--- config.mk ---
export PLATFORM = sky130hd
export DESIGN_NAME = wwdt_top
export DESIGN_NICKNAME = d
export VERILOG_FILES = /design/src/rtl/wwdt_pkg.sv /design/src/rtl/wwdt_kick_edge.sv /design/src/rtl/wwdt_en_ctrl.sv /design/src/rtl/wwdt_window.sv /design/src/rtl/wwdt_top.sv
export SDC_FILE = /design/constraint.sdc
export NUM_CORES = 1
export LEC_CHECK = 0
export ABC_AREA = 1
export ABC_CLOCK_PERIOD_IN_PS = 1550
export BUFFER_PORTS_ARGS = -buffer_cell sky130_fd_sc_hd__buf_2
export CAP_MARGIN = 10
export CELL_PAD_IN_SITES_DETAIL_PLACEMENT = 1
export CELL_PAD_IN_SITES_GLOBAL_PLACEMENT = 1
export CORE_AREA = 4 4 45 47
export CTS_CLUSTER_DIAMETER = 50
export DETAILED_ROUTE_END_ITERATION = 12
export DIE_AREA = 0 0 49 51
export HOLD_SLACK_MARGIN = 0.12
export PLACE_DENSITY = 0.76
export SLEW_MARGIN = 20
export SYNTH_ARGS = -nofsm -noshare
export SYNTH_HDL_FRONTEND = slang
export SYNTH_SLANG_ARGS = --single-unit
--- constraint.sdc ---
create_clock -name clk_i -period 1.55 [get_ports clk_i]
set_input_delay 0.2325 -clock clk_i [delete_from_list [all_inputs] [get_ports clk_i]]
set_output_delay 0.2325 -clock clk_i [all_outputs]
set_load 0.02 [all_outputs]
--- src/rtl/wwdt_pkg.sv ---
package wwdt_pkg;
  typedef enum logic [1:0] {
    WD_IDLE   = 2'd0,
    WD_CLOSED = 2'd1,
    WD_OPEN   = 2'd2,
    WD_FAULT  = 2'd3
  } wd_state_e;

  localparam logic [1:0] WD_OFF_CODE = 2'b01;

  function automatic int max3(int a, int b, int c);
    int m;
    m = (a > b) ? a : b;
    return (m > c) ? m : c;
  endfunction
endpackage

--- src/rtl/wwdt_kick_edge.sv ---
module wwdt_kick_edge #(
  parameter int STAGES = 2
) (
  input  logic clk_i,
  input  logic rst_ni,
  input  logic kick_i,
  output logic pulse_o
);
  // sh[STAGES-1] is the synchronized level, sh[STAGES] its previous value
  logic [STAGES:0] sh_q;

  always_ff @(posedge clk_i or negedge rst_ni) begin
    if (!rst_ni) sh_q <= '0;
    else         sh_q <= {sh_q[STAGES-1:0], kick_i};
  end

  assign pulse_o = sh_q[STAGES-1] & ~sh_q[STAGES];
endmodule

--- src/rtl/wwdt_en_ctrl.sv ---
module wwdt_en_ctrl
  import wwdt_pkg::*;
#(
  parameter bit USE_EN_PIN = 1'b1
) (
  input  logic       clk_i,
  input  logic       rst_ni,
  input  logic       wd_en_i,
  input  logic [1:0] set_i,
  input  logic       cfg_dis_i,
  input  logic       hold_i,
  output logic       en_o,
  output logic       need_sample_o,
  output logic       cfg_lat_o
);
  logic sel_en;
  logic need_sample_q, cfg_lat_q, en_q;
  logic unused_in;

  assign unused_in = ^{set_i, wd_en_i};

  generate
    if (USE_EN_PIN) begin : g_pin
      assign sel_en = wd_en_i;
    end else begin : g_code
      assign sel_en = (set_i != WD_OFF_CODE);
    end
  endgenerate

  // config flag re-sampled in first free cycle after reset or a hold
  always_ff @(posedge clk_i or negedge rst_ni) begin
    if (!rst_ni) begin
      need_sample_q <= 1'b1;
      cfg_lat_q     <= 1'b0;
      en_q          <= 1'b0;
    end else begin
      if (hold_i) begin
        need_sample_q <= 1'b1;
      end else if (need_sample_q) begin
        need_sample_q <= 1'b0;
        cfg_lat_q     <= cfg_dis_i;
      end
      en_q <= ~hold_i & ~need_sample_q & ~cfg_lat_q & sel_en;
    end
  end

  assign en_o          = en_q;
  assign need_sample_o = need_sample_q;
  assign cfg_lat_o     = cfg_lat_q;
endmodule

--- src/rtl/wwdt_window.sv ---
module wwdt_window
  import wwdt_pkg::*;
#(
  parameter int CLOSE_CYC = 8,
  parameter int OPEN_CYC  = 8,
  parameter int FAULT_CYC = 4,
  parameter int CNT_W     = 4
) (
  input  logic      clk_i,
  input  logic      rst_ni,
  input  logic      en_i,
  input  logic      kick_i,
  output wd_state_e state_o,
  output logic      wdo_no_o
);
  localparam logic [CNT_W-1:0] CLOSE_LAST = CNT_W'(CLOSE_CYC - 1);
  localparam logic [CNT_W-1:0] OPEN_LAST  = CNT_W'(OPEN_CYC - 1);
  localparam logic [CNT_W-1:0] FAULT_LAST = CNT_W'(FAULT_CYC - 1);

  wd_state_e        state_q;
  logic [CNT_W-1:0] cnt_q;

  always_ff @(posedge clk_i or negedge rst_ni) begin
    if (!rst_ni) begin
      state_q <= WD_IDLE;
      cnt_q   <= '0;
    end else if (!en_i) begin
      state_q <= WD_IDLE;
      cnt_q   <= '0;
    end else begin
      unique case (state_q)
        WD_IDLE: begin
          state_q <= WD_CLOSED;
          cnt_q   <= '0;
        end
        WD_CLOSED: begin
          if (kick_i) begin
            state_q <= WD_FAULT;
            cnt_q   <= '0;
          end else if (cnt_q == CLOSE_LAST) begin
            state_q <= WD_OPEN;
            cnt_q   <= '0;
          end else begin
            cnt_q <= cnt_q + 1'b1;
          end
        end
        WD_OPEN: begin
          if (kick_i) begin
            state_q <= WD_CLOSED;
            cnt_q   <= '0;
          end else if (cnt_q == OPEN_LAST) begin
            state_q <= WD_FAULT;
            cnt_q   <= '0;
          end else begin
            cnt_q <= cnt_q + 1'b1;
          end
        end
        WD_FAULT: begin
          if (cnt_q == FAULT_LAST) begin
            state_q <= WD_CLOSED;
            cnt_q   <= '0;
          end else begin
            cnt_q <= cnt_q + 1'b1;
          end
        end
        default: begin
          state_q <= WD_IDLE;
          cnt_q   <= '0;
        end
      endcase
    end
  end

  assign state_o  = state_q;
  assign wdo_no_o = (state_q != WD_FAULT);
endmodule

--- src/rtl/wwdt_top.sv ---
module wwdt_top
  import wwdt_pkg::*;
#(
  parameter bit USE_EN_PIN  = 1'b1,
  parameter int CLOSE_CYC   = 8,
  parameter int OPEN_CYC    = 8,
  parameter int FAULT_CYC   = 4,
  parameter int SYNC_STAGES = 2
) (
  input  logic       clk_i,
  input  logic       rst_ni,
  input  logic       kick_i,
  input  logic       wd_en_i,
  input  logic [1:0] set_i,
  input  logic       cfg_dis_i,
  input  logic       uv_fault_i,
  input  logic       mr_ni,
  output logic       wdo_no_o
);
  localparam int MAX_CYC = max3(CLOSE_CYC, OPEN_CYC, FAULT_CYC);
  localparam int CNT_W   = (MAX_CYC < 2) ? 1 : $clog2(MAX_CYC);

  logic      hold, en_q, kick_pulse, need_sample, cfg_lat;
  wd_state_e state;

  assign hold = uv_fault_i | ~mr_ni;

  wwdt_kick_edge #(.STAGES(SYNC_STAGES)) u_kick (
    .clk_i  (clk_i),
    .rst_ni (rst_ni),
    .kick_i (kick_i),
    .pulse_o(kick_pulse)
  );

  wwdt_en_ctrl #(.USE_EN_PIN(USE_EN_PIN)) u_en (
    .clk_i        (clk_i),
    .rst_ni       (rst_ni),
    .wd_en_i      (wd_en_i),
    .set_i        (set_i),
    .cfg_dis_i    (cfg_dis_i),
    .hold_i       (hold),
    .en_o         (en_q),
    .need_sample_o(need_sample),
    .cfg_lat_o    (cfg_lat)
  );

  wwdt_window #(
    .CLOSE_CYC(CLOSE_CYC),
    .OPEN_CYC (OPEN_CYC),
    .FAULT_CYC(FAULT_CYC),
    .CNT_W    (CNT_W)
  ) u_win (
    .clk_i   (clk_i),
    .rst_ni  (rst_ni),
    .en_i    (en_q),
    .kick_i  (kick_pulse),
    .state_o (state),
    .wdo_no_o(wdo_no_o)
  );
endmodule

# Word level (Yosys, flattened, before mapping)
# Cells that the tools add are included.
# W data, S select, Z words.
classes:
  bitwise: 10
  n_addsub: 1
  order_cmp: 0
  shifts: 0
  mul: 0
  div: 0
  eq_ne: 9
  muxes: 13
  reduce_logical: 4
ops:
  columns: ["operator", "count"]
  rows:
  - ["$mux W2", 6]
  - ["$mux W3", 4]
  - ["$pmux W3 S3", 1]
  - ["$ne A4 B3 Y1 const B", 2]
  - ["$pmux W2 S4", 1]
  - ["$not A1 Y1", 5]
  - ["$and A1 B1 Y1", 4]
  - ["$eq A2 B2 Y1 const B", 2]
  - ["$add A3 B1 Y3 const B", 1]
  - ["$eq A3 B2 Y1 const B", 1]
  - ["$eq A3 B3 Y1 const B", 1]
  - ["$ne A3 B2 Y1 const B", 1]
  - ["$reduce_and A3 Y1", 1]
  - ["$eq A2 B1 Y1 const B", 1]
  - ["$logic_not A2 Y1", 1]
  - ["$ne A2 B2 Y1 const B", 1]
  - ["$reduce_and A2 Y1", 1]
  - ["$reduce_or A2 Y1", 1]
  - ["$mux W1", 1]
  - ["$or A1 B1 Y1", 1]
totals:
  ff_bits: 11
  in_bits: 9
  mem_bits_rw: 0
  romBits: 0
  elab_cells: 43
  memories: 0
  latchBits: 0
  out_inout_bits: 1

# Depth between registers and ports, before layout
# Gate-level depths: netlist of run 1.
depth:
  depth_word: 6
  depth_mapped: 9
  ltp_nobuf: 9

# Cells and area by module
# A second synthesis of run 1 with hierarchy kept.
unflattened:
  cells_unflattened: 68
  area_unflattened_um2: 590.6
by_module_without_submodules:
  columns: ["mod", "seq_area_each_um2", "n_inst", "cells_per_inst", "area_each_um2"]
  rows:
  - ["wwdt_window", 125.1, 1, 49, 384.1]
  - ["wwdt_en_ctrl", 76.3, 1, 12, 113.9]
  - ["wwdt_kick_edge", 75.1, 1, 5, 85.1]
  - ["wwdt_top", 0.0, 1, 2, 7.5]

# Least setup slack after synthesis of run 1
# Ideal clock, no wire load.
synth_timing:
  path_type: "register -> register"
  from: "register u_win.state_q[0] (netlist: u_win.state_o[0])"
  to: "register u_win.cnt_q[2]"
  n_path_buf: 0
  setup_ps: 119
  arrival_ps: 1025
  t_required_ps: 1431
  path_stages_with_launch: 6
  setup_slack_ps: 406
  period_less_slack_ps: 1144
  path_cell_list: "dfrtp_1 inv_1 ha_1 nand2_1 o21ai_1 and2_1"
synth_between:
  elab_chain_cells: 4
  elab_cells_between_ends: 7
  cone_classes: "eq/ne (3); mux (2); reduce/logical (2)"
synth_rtl:
  columns: ["item", "line_no", "text"]
  rows:
  - ["start: declaration", "wwdt_window.sv:20", "wd_state_e state_q;"]
  - ["start signal: assignment", "wwdt_window.sv:25", "state_q <= WD_IDLE;"]
  - ["start signal: assignment", "wwdt_window.sv:28", "state_q <= WD_IDLE;"]
  - ["start signal: assignment", "wwdt_window.sv:33", "state_q <= WD_CLOSED;"]
  - ["$eq A2 B1 Y1 / $eq A2 B2 Y1 (equally long branches)", "wwdt_window.sv:31", "unique case (state_q)"]
  - ["$reduce_or A2 Y1 (no line)", null, null]
  - ["$pmux W3 S3 (*)", "wwdt_window.sv:31", null]
  - ["$mux W3 (*)", "wwdt_window.sv:27", "end else if (!en_i) begin"]
  - ["end signal: assignment", "wwdt_window.sv:44", "cnt_q <= cnt_q + 1'b1;"]
  - ["end signal: assignment", "wwdt_window.sv:55", "cnt_q <= cnt_q + 1'b1;"]
  - ["end signal: assignment", "wwdt_window.sv:63", "cnt_q <= cnt_q + 1'b1;"]
  - ["end: declaration", "wwdt_window.sv:21", "logic [CNT_W-1:0] cnt_q;"]
# Mark *: on every way between the ends. The rest lies on a longest branch, timed or not.
# A chain may end at the register's enable or synchronous reset.

# Worst setup path after layout of run 1
layout_timing:
  from: "register u_win.state_q[0] (netlist: u_win.state_o[0])"
  to: "output wdo_no_o"
layout_between:
  elab_chain_cells: 1
layout_rtl:
  columns: ["item", "line_no", "text"]
  rows:
  - ["$ne A2 B2 Y1", "wwdt_window.sv:75", "assign wdo_no_o = (state_q != WD_FAULT);"]
  - ["end: declaration", "wwdt_top.sv:18", "output logic wdo_no_o"]
# No other way between the ends.

==> results.yml, run 1 <==
outcome:
  status: "completed"
final_layout:
  final_cells: 96
  layout-drive-gt1-share: 0.266
  num_antenna_cells: 0
  areaGrowthSynthToFinish_pct: 17.1
  fill_cells: 207
  final_nets: 96
clock_network:
  post_cts_resized: 0
  ctsHtreeMaxLevel: 1
  clk_pin_slew_ns: 0.06
  cts_root_buf: "clkbuf_4"
  cts.sinks: 11
  cts_tree: "done"
  cts_buffers: 3
  clk_latency_ns: 0.25
  cts_max_path_buffers: 2
worst_setup_path:
  r2r_setup_slack_ns: 0.23
  reg2regPathDepth: 9
  critPathMaxFanout: 4
  crit_required_ns: 1.32
  r2r_end: "u_win.state_o[0]"
  cp-startpoint: "u_win.state_o[0]"
  end_kind: "output port"
  cp.arrival_ns: 1.19
  rr_startpoint: "u_win.state_o[1]"
  critPathKind: "reg2out"
  crit_path_start_kind: "register"
global_route:
  grt.total_usage: 0.116
  grt_max_degree: 12
  antenna_found_initial: 0
  grt_pass1_vias: 527
  overflow: 0
  grt_pass1_wl_um: 2240
synth:
  yosys_most_used_dff: "dfrtp_1"
  yosysMostFrequentCell: "nand2_1"
  netlist.area_leader.share: 0.418
  yosys-top-cells-count: "12 x nand2_1, 11 x inv_1, 10 x dfrtp_1, 7 x ha_1, 6 x nand3_1"
  synth_edf_count: 0
  synthTopCellsByArea: "dfrtp_1 42%, ha_1 15%, nand2_1 7.5%, inv_1 6.9%, nand3_1 5.0%"
  ys_async_sr_fraction: 1.00
  synth_seq_cells: 11
  synth.net_count: 82
  yosysWarnings: 0
  avgSynthCellArea_um2: 9.08
  ys_types: 19
  synthesis.instances: 66
  synth_seq_area_share: 0.461
  synth_area_um2: 599
  yosysTopAreaCell: "dfrtp_1"
detailed_routing:
  first_pass_iters: 2
  postRouteAntennaNets: 0
  drc_errors: 0
  routed_wl_um: 1150
  drtIter0Drc: 2
  vias: 464
  wl_per_cell_um: 12.0
  vias_per_cell: 4.83
placed_design:
  hpwl_um: 980
  port_buffers: 7
  routabilityCongestion: 0.747
  dpl.cell_count: 90
worst_hold_path:
  holdCritPathClass: "in2reg"
  min_to: "u_en.need_sample_o"
  min_from: "mr_ni"
  hold_depth: 2
floorplanning:
  num_rows: 15
  die_area_mm2: 0.00250
  initial_core_util: 0.363
  pin_count: 10
  die_h_um: 51
  die_w_um: 49
  core_area_mm2: 0.00165
sta:
  drv_slew: 0
  clock.fmax_mhz: 701
  fin_tns_setup_ns: 0
  min_period_over_period: 0.920
  rsz0062_at_grt: "false"
  timing.slew.headroom: 0.838
  tightest_slew_ns: 0.243
  setup_viol: 0
  skew_ns: 0.000579
  report.final.hold_viol_count: 0
  fin_crit_ns: 1.43
job:
  drv_cap: 0
pwr:
  power.density_mw_per_mm2: 746
  ir_drop_mv: 0.533
  p_leak_nw: 0.355
worst max-delay path by stage:
stage	end	slack, ns	depth (start not counted)
floorplan	u_win.cnt_q[2]	0.41	5
global placement	u_win.state_o[0]	0.30	7
detailed placement	u_win.state_o[0]	0.24	9
CTS	wdo_no_o	0.11	3
global route	wdo_no_o	0.06	3
finish	wdo_no_o	0.12	3
stage by stage:
stage / cell area [um^2] / utilization / total power, mW / hold slack [ns] / setup WS (ns)
final: 702 / 0.425 / 0.524 / 0.140 / 0.123
after global routing: 702 / 0.425 / 0.564 / 0.137 / 0.0553
after CTS: 702 / 0.425 / 0.534 / 0.132 / 0.108
after detailed placement: 656 / 0.397 / 0.343 / 0.112 / 0.241
after global placement: 656 / 0.397 / 0.340 / 0.108 / 0.301
after floorplan: 599 / - / 0.324 / -0.0631 / 0.406
area by class of cell:
class	instances	area (um^2)	share of cell area
inverter	13	48.8	0.0695
sequential	11	277	0.394
tap	17	21.3	0.0303
multi-input combinational	42	274	0.390
timing repair buffer	9	55.1	0.0784
clock buffer	4	26.3	0.0374
worst max-delay path, stage by stage (launching register included):
cell and delay (ns):
dfrtp_1 0.41, ha_1 0.26, inv_1 0.10, buf_2 0.17
cells in the final DEF, fill, tap and decap left out, drive strengths merged:
| cell type | Yosys | routed |
|---|---|---|
| dfrtp | 10 | 10 |
| a21oi | 2 | 2 |
| nor2 | 5 | 5 |
| dfstp | 1 | 1 |
| o21ai | 3 | 3 |
| ha | 7 | 7 |
| nor4 | 1 | 1 |
| nand2 | 16 | 16 |
| dlygate4sd3 | 0 | 2 |
| inv | 13 | 13 |
| buf | 0 | 7 |
| and2 | 1 | 1 |
| clkbuf | 0 | 4 |
| nand3 | 7 | 7 |
where the power goes:
group          internal, mW  leakage [nW]  switching (mW)  total (mW)
combinational        0.0153         0.198          0.0198      0.0352
sequential            0.298         0.142         0.00692       0.305
clock                0.0992        0.0150          0.0842       0.183
registers in the layout, indices dropped and copies added, names as in the netlist:
name	flops
u_en.need_sample_o	1
u_en.cfg_lat_o	1
u_kick.sh_q	3
u_en.en_o	1
u_win.state_o	2
u_win.cnt_q	3
metal layers:
| metal | GRT usage | up-vias | part of all wire |
|---|---|---|---|
| li1 | - | 229 | - |
| met1 | 0.127 | 226 | 0.39 |
| met5 | 0 | - | 0 |
| met4 | 0.0673 | 0 | 0.010 |
| met2 | 0.217 | 7 | 0.57 |
| met3 | 0.00875 | 2 | 0.030 |
cell families after synthesis:
kind of cell | share of synthesized area
simple gates | 0.257
buf+inv | 0.0814
flops | 0.461
fa+ha+maj | 0.146
compound gates | 0.0543
what timing repair did:
| action | in CTS | in global routing |
|---|---|---|
| endpoints found under the hold margin | 12 | 0 |
| hold buffers | 2 | 0 |
| setup buffers | 0 | 0 |
Note: power is estimated with default switching activity, not from simulation.
==> inputs of run 2 (changes only) <==
- SETUP_SLACK_MARGIN: not set -> 0.4
==> results.yml, run 2 (synthesis results as in run 1) <==
outcome:
  status: "completed"
final_layout:
  fill_cells: 187
  final_cells: 101
  seq_area_um2: 279
  multi_input_area_um2: 382
  layout_commonest_cell: "nand2_1"
  layout-drive-gt1-share: 0.571
  final_nets: 101
  areaGrowthSynthToFinish_pct: 44.9
  mostFrequentLayoutCells: "9 x nand2_1, 8 x dfrtp_1, 6 x inv_1, 6 x buf_2"
  num_antenna_cells: 0
placed_design:
  port_buffers: 7
  hpwl_um: 980
  place_ws_ns: 0.241
  routabilityCongestion: 0.747
  dpl.cell_count: 90
sta:
  drv_slew: 0
  tightest_slew_ns: 0.263
  min_period_over_period: 0.851
  fin_tns_setup_ns: 0
  clock.fmax_mhz: 758
  skew_ns: 0.00200
  report.final.hold_viol_count: 0
  timing.slew.headroom: 0.824
  rsz0062_at_grt: "true"
  timing.hold.ws_ns: 0.139
  setup_viol: 0
  layout_setup_ws_ns: 0.231
  fin_crit_ns: 1.32
global_route:
  grt.total_usage: 0.135
  grt_pass1_vias: 562
  grt_max_degree: 12
  antenna_found_initial: 0
  overflow: 0
  grt_pass1_wl_um: 2580
clock_network:
  cts_buffers: 3
  ctsHtreeMaxLevel: 1
  cts.sinks: 11
  clk_pin_slew_ns: 0.07
  cts_max_path_buffers: 2
  cts_tree: "done"
  clk_latency_ns: 0.26
  cts_root_buf: "clkbuf_4"
pwr:
  power.density_mw_per_mm2: 619
  p_leak_nw: 0.389
  ir_drop_mv: 0.466
worst_setup_path:
  r2r_setup_slack_ns: 0.24
  critPathKind: "reg2out"
  critPathMaxFanout: 3
  crit_required_ns: 1.32
  cp.arrival_ns: 1.09
  end_kind: "output port"
  crit_path_start_kind: "register"
floorplanning:
  die_h_um: 51
  pin_count: 10
  die_w_um: 49
  core_area_mm2: 0.00165
  num_rows: 15
  die_area_mm2: 0.00250
  initial_core_util: 0.363
detailed_routing:
  postRouteAntennaNets: 0
  drc_errors: 0
  routed_wl_um: 1610
  first_pass_iters: 4
  vias_per_cell: 4.95
  vias: 500
  wl_per_cell_um: 16.0
  drtIter0Drc: 5
worst_hold_path:
  holdCritPathClass: "in2reg"
job:
  drv_cap: 0
## run 2: cell types whose count changed in the layout (fill, tap and decap cells not counted), sizes merged
cell  change
buf       +5
## run 2: final timing paths
| check | startpoint | end | cells after the start |
|---|---|---|---|
| max | u_win.state_o[0] | wdo_no_o | 3 |
| min | mr_ni | u_en.need_sample_o | 2 |
| max reg2reg | u_win.state_o[0] | u_win.state_o[0] | 9 |
| min reg2reg | u_kick.sh_q[0] | u_kick.sh_q[1] | 0 |
| max in group asynchronous | rst_ni | u_en.need_sample_o | 2 |
| min in group asynchronous | rst_ni | u_kick.sh_q[1] | 2 |
## run 2: area by class of cell
cell class                      count  share of cell area
Timing Repair Buffer               14               0.122
Tap cell                           17              0.0245
Inverter                           13              0.0620
Sequential cell                    11               0.321
Clock buffer                        4              0.0303
Multi-Input combinational cell     42               0.439
## run 2: report_power, final
| group | internal, mW | switching (mW) |
|---|---|---|
| Sequential | 0.298 | 0.00812 |
| Clock | 0.0993 | 0.0912 |
| Combinational | 0.0183 | 0.0230 |
## run 2: routing by layer
layer / part of all wire / GRT usage / vias up
met5: 0 / 0 / -
met4: 0.0074 / 0.0628 / 0
met3: 0.022 / 0.0117 / 2
met2: 0.58 / 0.265 / 7
met1: 0.39 / 0.142 / 252
li1: - / - / 239
## run 2: what timing repair did
| item | in CTS | in global routing |
|---|---|---|
| endpoints found under the setup margin | 5 | 5 |
| gates resized for setup | 14 | 19 |
| hold endpoints to repair | 12 | 0 |
| pin swaps | 3 | 9 |
| buffers inserted | 3 | 2 |
| hold buffers | 2 | 0 |
## run 2: stage by stage
step | power [mW] | area [um^2] | util
floorplan | 0.324 | 599 | -
global placement | 0.340 | 656 | 0.397
detailed placement | 0.343 | 656 | 0.397
CTS | 0.537 | 777 | 0.470
global route | 0.578 | 868 | 0.526
finish | 0.538 | 868 | 0.526
## run 2: worst max-delay path, stage by stage (launching register included)
cell	delay, ns
dfrtp_2	0.46
ha_4	0.20
inv_4	0.06
buf_6	0.11
==> inputs of run 3 (changes only) <==
- CELL_PAD_IN_SITES_GLOBAL_PLACEMENT: 1 -> 2
- CORE_AREA: 4 4 45 47 -> 4 4 49 51
- DIE_AREA: 0 0 49 51 -> 0 0 53 55
- PLACE_DENSITY: 0.76 -> 0.77
==> results.yml, run 3 (synthesis results as in run 1) <==
placed_design:
  routabilityCongestion: 0.705
  port_buffers: 7
  hpwl_um: 873
detailed_routing:
  drtIter0Drc: 3
  vias_per_cell: 4.22
  postRouteAntennaNets: 0
  routed_wl_um: 1220
  drc_errors: 0
  first_pass_iters: 3
  wl_per_cell_um: 11.0
  vias: 468
sta:
  rsz0062_at_grt: "true"
  drv_slew: 0
  tightest_slew_ns: 0.241
  fin_tns_setup_ns: 0
  fin_crit_ns: 1.29
  min_period_over_period: 0.830
  setup_viol: 0
  timing.slew.headroom: 0.839
  clock.fmax_mhz: 778
  skew_ns: 0.00227
  report.final.hold_viol_count: 0
outcome:
  status: "completed"
floorplanning:
  num_rows: 16
  die_area_mm2: 0.00292
  core_area_mm2: 0.00194
  die_w_um: 53
  die_h_um: 55
  initial_core_util: 0.309
  pin_count: 10
worst_setup_path:
  crit_required_ns: 1.32
  critPathKind: "reg2out"
  end_kind: "output port"
  crit_path_start_kind: "register"
  cp.arrival_ns: 1.05
  critPathMaxFanout: 4
global_route:
  grt.total_usage: 0.0957
  grt_pass1_wl_um: 1990
  overflow: 0
  grt_pass1_vias: 464
  antenna_found_initial: 0
  grt_max_degree: 12
pwr:
  ir_drop_mv: 0.402
  p_leak_nw: 0.381
  p_int_uw: 414
  power.density_mw_per_mm2: 646
  power.share.clock: 0.356
  p_comb_frac: 0.070
  seqPwrFrac: 0.574
  p_total_uw: 531
  switching_share: 0.220
  power_switching_uw: 117
clock_network:
  ctsHtreeMaxLevel: 1
  cts_max_path_buffers: 2
  cts_buffers: 3
  cts_root_buf: "clkbuf_4"
  clk_pin_slew_ns: 0.07
  cts.sinks: 11
  cts_tree: "done"
  clk_latency_ns: 0.26
final_layout:
  multi_input_area_um2: 329
  layout_commonest_cell: "nand2_1"
  seq_area_um2: 279
  areaGrowthSynthToFinish_pct: 37.2
  num_antenna_cells: 0
  layout-drive-gt1-share: 0.440
  final_nets: 101
  fill_cells: 235
  mostFrequentLayoutCells: "11 x nand2_1, 8 x inv_1, 8 x dfrtp_1, 6 x nand3_1, 6 x buf_2"
job:
  drv_cap: 0
worst_hold_path:
  holdCritPathClass: "in2reg"
-- run 3: cell counts in the layout (fill, tap and decap cells not counted) --
No cell type changed its count.
-- run 3: routing by layer --
layer,GRT usage,wire (um),vias to the layer above
li1,-,-,241
met1,0.121,559,219
met2,0.157,619,6
met3,0.0161,26,2
met4,0.0511,14,0
met5,0,0,-
-- run 3: worst paths after layout --
check | from | endpoint | cells past startpoint | slack (ns)
worst max-delay path | u_win.state_o[1] | wdo_no_o | 3 | 0.26
min in group asynchronous | rst_ni | u_en.cfg_lat_o | 2 | 0.38
max in group asynchronous | rst_ni | u_en.need_sample_o | 2 | 0.91
worst min register to register | u_kick.sh_q[0] | u_kick.sh_q[1] | 0 | 0.35
worst min-delay path | mr_ni | u_en.need_sample_o | 2 | 0.15
worst max register to register | u_win.state_o[0] | u_win.state_o[1] | 9 | 0.31
-- run 3: power groups by stage --
stage / combinational, mW / clock [mW] / sequential (mW)
detailed placement: 0.0309 / 0 / 0.310
finish: 0.0371 / 0.189 / 0.305
CTS: 0.0354 / 0.199 / 0.305
floorplan: 0.0154 / 0 / 0.309
global route: 0.0423 / 0.218 / 0.307
global placement: 0.0302 / 0 / 0.310
-- run 3: timing repair --
action | CTS | global route
setup buffers | 3 | 2
setup endpoints to repair | 6 | 6
hold buffers | 2 | 0
gates cloned | 0 | 0
resized for setup | 5 | 13
endpoints found under the hold margin | 12 | 0
-- run 3: through the flow --
step	utilization	cells	hold slack, ns	worst slack, ns	instance area (um^2)
after floorplan	-	66	-0.0631	0.406	599
after global placement	0.344	100	0.111	0.285	668
after detailed placement	0.344	100	0.114	0.275	668
after CTS	0.385	109	0.128	0.233	748
after global routing	0.423	111	0.138	0.218	822
final	0.423	111	0.147	0.264	822
-- run 3: cell type report --
type | count | share of cell area
multi-input combinational | 42 | 0.400
sequential | 11 | 0.339
timing repair buffer | 14 | 0.125
inverter | 13 | 0.0624
tap | 27 | 0.0411
clock buffer | 4 | 0.0320
-- run 3: critical path: stages (launching register included) --
cell	delay [ns]
dfrtp_2	0.45
ha_4	0.19
inv_4	0.05
buf_6	0.10
